===== src/rtl/march_selftest_pkg.sv =====
package march_selftest_pkg;

   typedef enum logic [2:0] {
      ST_IDLE,
      ST_RUN,
      ST_PAUSE,
      ST_DRAIN,
      ST_FIN
   } mst_state_t;

   localparam int unsigned ELEM_W    = 3;
   localparam logic [2:0]  LAST_ELEM = 3'd5;

   // elements that walk from the top address down to zero
   function automatic logic elem_desc(input logic [2:0] e);
      return (e == 3'd3) || (e == 3'd4);
   endfunction

   function automatic logic elem_has_read(input logic [2:0] e);
      return e != 3'd0;
   endfunction

   function automatic logic elem_has_write(input logic [2:0] e);
      return e != LAST_ELEM;
   endfunction

   // read expects the complemented background
   function automatic logic elem_rd_inv(input logic [2:0] e);
      return (e == 3'd2) || (e == 3'd4);
   endfunction

   // write stores the complemented background
   function automatic logic elem_wr_inv(input logic [2:0] e);
      return (e == 3'd1) || (e == 3'd3);
   endfunction

endpackage


===== src/rtl/march_addr_seq.sv =====
module march_addr_seq #(
   parameter int unsigned ADDR_W = 4
) (
   input  logic              clk,
   input  logic              rst_n,
   input  logic              load,
   input  logic              load_desc,
   input  logic              step,
   output logic [ADDR_W-1:0] addr,
   output logic              at_end
);
   localparam logic [ADDR_W-1:0] TOP_ADDR = '1;

   logic dir_down;

   always_ff @(posedge clk or negedge rst_n) begin
      if (!rst_n) begin
         addr     <= '0;
         dir_down <= 1'b0;
      end else if (load) begin
         addr     <= load_desc ? TOP_ADDR : '0;
         dir_down <= load_desc;
      end else if (step) begin
         addr <= dir_down ? addr - 1'b1 : addr + 1'b1;
      end
   end

   assign at_end = dir_down ? (addr == '0) : (addr == TOP_ADDR);
endmodule


===== src/rtl/march_bg_gen.sv =====
module march_bg_gen #(
   parameter int unsigned DATA_W = 8
) (
   input  logic              checker_en,
   input  logic              addr_lsb,
   input  logic              invert,
   output logic [DATA_W-1:0] word
);
   logic [DATA_W-1:0] chk_even;
   logic [DATA_W-1:0] base;

   for (genvar i = 0; i < DATA_W; i++) begin : g_chk_bit
      if ((i % 2) == 0) begin : g_one
         assign chk_even[i] = 1'b1;
      end else begin : g_zero
         assign chk_even[i] = 1'b0;
      end
   end

   always_comb begin
      if (checker_en) base = addr_lsb ? ~chk_even : chk_even;
      else            base = '0;
      word = invert ? ~base : base;
   end
endmodule


===== src/rtl/march_resp.sv =====
module march_resp #(
   parameter int unsigned ADDR_W = 4,
   parameter int unsigned DATA_W = 8
) (
   input  logic              clk,
   input  logic              rst_n,
   input  logic              clear,
   input  logic              rd_issue,
   input  logic [ADDR_W-1:0] rd_addr,
   input  logic [2:0]        rd_elem,
   input  logic [DATA_W-1:0] rd_expect,
   input  logic [DATA_W-1:0] rdata,
   output logic              pass,
   output logic              fail_valid,
   output logic [ADDR_W-1:0] fail_addr,
   output logic [2:0]        fail_elem,
   output logic [DATA_W-1:0] fail_expect,
   output logic [DATA_W-1:0] fail_read
);
   logic              pend;
   logic [ADDR_W-1:0] p_addr;
   logic [2:0]        p_elem;
   logic [DATA_W-1:0] p_exp;
   logic              miss;

   assign miss = pend && (rdata != p_exp);

   always_ff @(posedge clk or negedge rst_n) begin
      if (!rst_n) begin
         pend   <= 1'b0;
         p_addr <= '0;
         p_elem <= '0;
         p_exp  <= '0;
      end else begin
         pend <= rd_issue;
         if (rd_issue) begin
            p_addr <= rd_addr;
            p_elem <= rd_elem;
            p_exp  <= rd_expect;
         end
      end
   end

   always_ff @(posedge clk or negedge rst_n) begin
      if (!rst_n) begin
         pass        <= 1'b0;
         fail_valid  <= 1'b0;
         fail_addr   <= '0;
         fail_elem   <= '0;
         fail_expect <= '0;
         fail_read   <= '0;
      end else if (clear) begin
         pass        <= 1'b1;
         fail_valid  <= 1'b0;
         fail_addr   <= '0;
         fail_elem   <= '0;
         fail_expect <= '0;
         fail_read   <= '0;
      end else if (miss) begin
         pass <= 1'b0;
         if (!fail_valid) begin
            fail_valid  <= 1'b1;
            fail_addr   <= p_addr;
            fail_elem   <= p_elem;
            fail_expect <= p_exp;
            fail_read   <= rdata;
         end
      end
   end
endmodule


===== src/rtl/march_selftest.sv =====
module march_selftest
   import march_selftest_pkg::*;
#(
   parameter int unsigned ADDR_W  = 4,
   parameter int unsigned DATA_W  = 8,
   parameter int unsigned PAUSE_W = 4
) (
   input  logic               clk,
   input  logic               rst_n,
   input  logic               start,
   input  logic               bg_checker,
   input  logic [PAUSE_W-1:0] pause_len,
   output logic [ADDR_W-1:0]  mem_addr,
   output logic [DATA_W-1:0]  mem_wdata,
   output logic               mem_we,
   output logic               mem_re,
   input  logic [DATA_W-1:0]  mem_rdata,
   output logic               done,
   output logic               pass,
   output logic               fail_valid,
   output logic [ADDR_W-1:0]  fail_addr,
   output logic [2:0]         fail_elem,
   output logic [DATA_W-1:0]  fail_expect,
   output logic [DATA_W-1:0]  fail_read
);
   if (ADDR_W < 1 || ADDR_W > 16) begin : g_bad_addr_w
      $error("march_selftest: ADDR_W must lie in 1..16");
   end
   if (DATA_W < 2) begin : g_bad_data_w
      $error("march_selftest: DATA_W must be at least 2");
   end
   if (PAUSE_W < 1) begin : g_bad_pause_w
      $error("march_selftest: PAUSE_W must be at least 1");
   end

   mst_state_t         st;
   logic [2:0]         elem;
   logic               ph_wr;
   logic [PAUSE_W-1:0] pcnt;
   logic [PAUSE_W-1:0] pause_r;
   logic               bg_r;

   logic              start_ok;
   logic              is_rd, is_wr;
   logic              elem_end, run_end;
   logic              a_load, a_desc, a_step, at_end;
   logic              pat_inv;
   logic [ADDR_W-1:0] addr;
   logic [DATA_W-1:0] pat_word;

   always_comb begin
      start_ok = (st == ST_IDLE) && start;
      is_rd    = (st == ST_RUN) && elem_has_read(elem) && !ph_wr;
      is_wr    = (st == ST_RUN) && elem_has_write(elem) &&
                 (ph_wr || !elem_has_read(elem));
      elem_end = is_wr && at_end;
      run_end  = is_rd && !elem_has_write(elem) && at_end;
      a_load   = start_ok || elem_end;
      a_desc   = start_ok ? 1'b0 : elem_desc(elem + 3'd1);
      a_step   = (is_wr || (is_rd && !elem_has_write(elem))) && !at_end;
      pat_inv  = is_rd ? elem_rd_inv(elem) : elem_wr_inv(elem);
   end

   always_ff @(posedge clk or negedge rst_n) begin
      if (!rst_n) begin
         st      <= ST_IDLE;
         elem    <= '0;
         ph_wr   <= 1'b0;
         pcnt    <= '0;
         pause_r <= '0;
         bg_r    <= 1'b0;
      end else begin
         case (st)
            ST_IDLE: begin
               if (start) begin
                  st      <= ST_RUN;
                  elem    <= '0;
                  ph_wr   <= 1'b0;
                  bg_r    <= bg_checker;
                  pause_r <= pause_len;
               end
            end
            ST_RUN: begin
               if (is_rd && elem_has_write(elem)) ph_wr <= 1'b1;
               else if (is_wr)                    ph_wr <= 1'b0;
               if (elem_end) begin
                  elem <= elem + 3'd1;
                  pcnt <= '0;
                  st   <= (pause_r != '0) ? ST_PAUSE : ST_RUN;
               end else if (run_end) begin
                  st <= ST_DRAIN;
               end
            end
            ST_PAUSE: begin
               pcnt <= pcnt + 1'b1;
               if (pcnt == pause_r - 1'b1) st <= ST_RUN;
            end
            ST_DRAIN: st <= ST_FIN;
            default:  st <= ST_IDLE;
         endcase
      end
   end

   march_addr_seq #(.ADDR_W(ADDR_W)) u_addr (
      .clk       (clk),
      .rst_n     (rst_n),
      .load      (a_load),
      .load_desc (a_desc),
      .step      (a_step),
      .addr      (addr),
      .at_end    (at_end)
   );

   march_bg_gen #(.DATA_W(DATA_W)) u_bg (
      .checker_en (bg_r),
      .addr_lsb   (addr[0]),
      .invert     (pat_inv),
      .word       (pat_word)
   );

   march_resp #(.ADDR_W(ADDR_W), .DATA_W(DATA_W)) u_resp (
      .clk         (clk),
      .rst_n       (rst_n),
      .clear       (start_ok),
      .rd_issue    (is_rd),
      .rd_addr     (addr),
      .rd_elem     (elem),
      .rd_expect   (pat_word),
      .rdata       (mem_rdata),
      .pass        (pass),
      .fail_valid  (fail_valid),
      .fail_addr   (fail_addr),
      .fail_elem   (fail_elem),
      .fail_expect (fail_expect),
      .fail_read   (fail_read)
   );

   assign mem_addr  = addr;
   assign mem_wdata = pat_word;
   assign mem_we    = is_wr;
   assign mem_re    = is_rd;
   assign done      = (st == ST_FIN);
endmodule


===== config.mk =====
export PLATFORM = sky130hd
export DESIGN_NAME = march_selftest
export DESIGN_NICKNAME = d
export VERILOG_FILES = /design/src/rtl/march_selftest_pkg.sv /design/src/rtl/march_addr_seq.sv /design/src/rtl/march_bg_gen.sv /design/src/rtl/march_resp.sv /design/src/rtl/march_selftest.sv
export SDC_FILE = /design/constraint.sdc
export NUM_CORES = 1
export LEC_CHECK = 0
export ABC_CLOCK_PERIOD_IN_PS = 2700
export BUFFER_PORTS_ARGS = -buffer_cell sky130_fd_sc_hd__buf_2
export CORE_AREA = 5 5 99 101
export DETAILED_ROUTE_END_ITERATION = 8
export DIE_AREA = 0 0 104 106
export PLACE_DENSITY = 0.65
export SLEW_MARGIN = 25
export SYNTH_ARGS = -nofsm -noshare
export SYNTH_HDL_FRONTEND = slang
export SYNTH_HIERARCHICAL = 1
export SYNTH_SLANG_ARGS = --single-unit

===== constraint.sdc =====
create_clock -name clk -period 2.7 [get_ports clk]
set_clock_uncertainty 0.15 [all_clocks]
set_input_delay 0.27 -clock clk [delete_from_list [all_inputs] [get_ports clk]]
set_output_delay 0.27 -clock clk [all_outputs]
set_load 0.01 [all_outputs]

==> metrics.md <==
| Metric | Value |
|---|---|
| Run status | finished clean |
| Clock power frac | 0.143 |
| Initial antenna violation count | 0 |
| Critical Path End | mem_wdata[5] |
| Min Hold Slack | about 23 ps |
| Layout cells sized above 1 | 0.3026 |
| Placer Congestion | between 0.8 and 0.9 |
| Pleak | between 0.0015 and 0.002 uW |
| CTS sink count | just over 60 |
| Post-route ant nets | 0 |
| Vias in the first global route | about 2400 |
| Reg2Reg Depth | 9 |
| IO Count | 56 |
| Post-place instance area | approximately 3800 sq um |
| Area leader, netlist | dfrtp_1 |
| Synth cell types | 54 |
| Commonest non-fill, non-tap cell in the layout | dfrtp_1 |
| CTS tree | yes |
| Max rail drop VDD | approximately 0.53 mV |
| Die Width | around 100 um |
| First-pass GRT wire length | roughly 12000 um |
| Largest net degree at the start of global routing | 59 |
| Combinational fraction of design power | 0.537 |
| Worst reg2reg endpoint | u_addr/addr[3]$_DFFE_PN0P_ |
| Ys Warns | 6 |
| Highest clock rate | 0.3867 GHz |
| PortBufs | 55 |
| Max-slew violations | 0 |
| Critical Path AT | between 2000 and 2500 ps |
| CP startpoint | st[2]$_DFFE_PN0P_ |
| R2r setup slk | 260 ps |
| FP Rows | 35 |
| Int Power | roughly 3000 uW |
| P_sw | 2062 uW |
| Synth Register Bits | 62 |
| Vias post-DR | 2377 |
| Fin nets | around 400 |
| Commonest non-fill, non-tap cells in the layout | dfrtp_1 (59), buf_2 (52), nand2b_1 (48) |
| Crit path kind | reg2out |
| RR Startpoint | u_addr/addr[3]$_DFFE_PN0P_ |
| DRC violations left | 0 |
| Design Area, Final | slightly above 4000 sq um |
| Die Area | ~11000 sq um |
| Worst skew pair latency | 340 ps |
| # diodes | 0 |
| Setup_tns | 0 ps |
| Min-Delay Startpoint | bg_checker |
| Seq/Total Area, Yosys | 0.4526 |
| Post-Syn Area | around 3400 sq um |
| CTS buffer count | 9 |
| H-Tree Depth | 3 |
| Post-Syn Nets | roughly 330 |
| Clock root buffer | clkbuf_8 |
| Seq pwr share | 0.321 |
| Pre-Repair DR Iteration Count | 4 |
| Cells after synthesis | approximately 310 |
| Synth top area share | 0.4526 |
| DIE HEIGHT | 106 um |
| Power density over the cells | between 1000 and 1500 nW/um^2 |
| Rel. slew slack | 0.3424 |
| Core Region | ~8900 sq um |
| RSZ-0062 raised after global routing | true |
| Synth area leaders | dfrtp_1 (45%), nand2b_1 (8.8%), mux2i_1 (7.9%) |
| DR WL/cell | between 10 and 15 um |
| Total gr overflow | 0 |
| DP HPWL | 5102 um |
| Critical path data required time | about 2300 ps |
| Clock Tree Buf Depth | 2 |
| Final hold vios | 0 |
| Crit end category | primary output |
| Max-cap violation count | 0 |
| Effective utilization at floorplan | 0.3838 |
| Net Sw Frac | 0.4074 |
| Final worst path period need | between 2000 and 3000 ps |
| Gr usage total | 0.1315 |
| Critical path peak fanout | 7 |
| Setup violators final | 0 |
| Vias per inst | a little under 5 |
| Syn Area/Cell | around 11 sq um |
| Final total power | 5063 uW |
| Slew of the pin with the lowest slew margin | 984.2 ps |
| Final WL | 7022 um |
| Layout area overhead | 20.22% |
| Critical path startpoint category | flop |
| Worst Hold Class | in2reg |
| Clock transition at path regs | roughly 70 ps |
| Fin crit share | 0.9577 |
| Iteration-0 DRC Markers | 43 |
## sequential cells by signal (all words and copies together), names as in the netlist, 4 cells and up
register            count
u_resp/fail_read        8
pause_r                 4
u_resp/fail_addr        4
u_addr/addr             4
u_resp/p_exp            8
u_resp/fail_expect      8
pcnt                    4
u_resp/p_addr           4
## metrics by stage
| step | setup WS, ps | cells | utilization |
|---|---|---|---|
| after CTS | 11.25 | 485 | 0.4541 |
| after global placement | 301.5 | 464 | 0.4280 |
| final | 114.3 | 491 | 0.4613 |
| after global routing | -20.22 | 491 | 0.4613 |
| after floorplan | 198.9 | 305 | - |
| after detailed placement | 277.1 | 464 | 0.4280 |
## power groups by stage
stage                     registers, uW  logic, uW  clock network (uW)
final                              1620       2720                 723
after global routing               1680       3010                 792
after CTS                          1640       2610                 751
after detailed placement           1650       2570                   0
after global placement             1640       2500                   0
after floorplan                    1670       1850                   0
## area by class of cell
class	instances	area, sq um
Clock buffer	9	123.9
Clock inverter	7	47.55
Fill cell	842	4812
Inverter	11	41.29
Multi-Input combinational cell	212	1732
Sequential cell	62	1555
Tap cell	111	138.9
Timing Repair Buffer	79	483.0
## cell usage after synthesis, drive strengths merged
cell type and n:
mux2i 27, o211ai 1, a41oi 1, or3b 1, nor3b 4, dfrtp 62
a211oi 2, nor4b 1, inv 11, a311o 2, a21o 1, nand2b 49
and4bb 2, clkbuf 6, mux2 19, o211a 1, nand2 13, nor2 6
and4 1, and4b 1, or2 2, ha 11, nor4 4, a21oi 7
xnor2 5, o21ai 11, o31ai 1, nand4 3, buf 14, nand3 5
or2b 1, a2bb2oi 1, a21bo 1, fa 1, o21a 3, nor2b 3
o22ai 1, nand3b 1, o221ai 1, nor3 3, xor2 15
## metal layers
layer	track usage	wire (um)
met5	0	0
met4	0.03885	102
met1	0.1557	3065
met3	0.04675	407
met2	0.2245	3447
## logic make-up (layout without fill, tap and decap cells)
logic type                 count (synthesis)  in the layout  synth area share
AOI/OAI and AO/OA                         34             34           0.06752
xor gates and xnor gates                  20             20           0.05110
adders and majority gates                 12             12           0.04599
buffers and inverters                     31            106           0.05219
DFF                                       62             62            0.4526
muxes                                     46             46            0.1412
and+or+nand+nor                          100            100            0.1894
## how the worst min path moves through the flow
stage | end | cells after the start | slack [ps]
after global placement | u_resp/fail_expect[5]$_DFFE_PN0P_ | 1 | 110
after detailed placement | u_resp/fail_expect[6]$_DFFE_PN0P_ | 1 | 110
after CTS | bg_r$_DFFE_PN0P_ | 2 | 8
final | bg_r$_DFFE_PN0P_ | 2 | 20
after floorplan | bg_r$_DFFE_PN0P_ | 0 | -180
after global routing | bg_r$_DFFE_PN0P_ | 2 | 10
## repair_timing
item / in CTS / in global routing
buffers inserted: 0 / 6
gates resized for setup: 4 / 5
hold buffers: 5 / 0
pin swaps: 0 / 2
endpoints found under the hold margin: 23 / 0
setup endpoints to repair: 8 / 8
## critical path, stage by stage (launching register included)
cell,delay [ps]
dfrtp_2,420
or3b_4,430
nor2_4,130
mux2i_2,230
o22ai_2,120
xnor2_1,170
buf_4,180
buf_2,140
No activity file was read; power rests on OpenSTA's default activity.
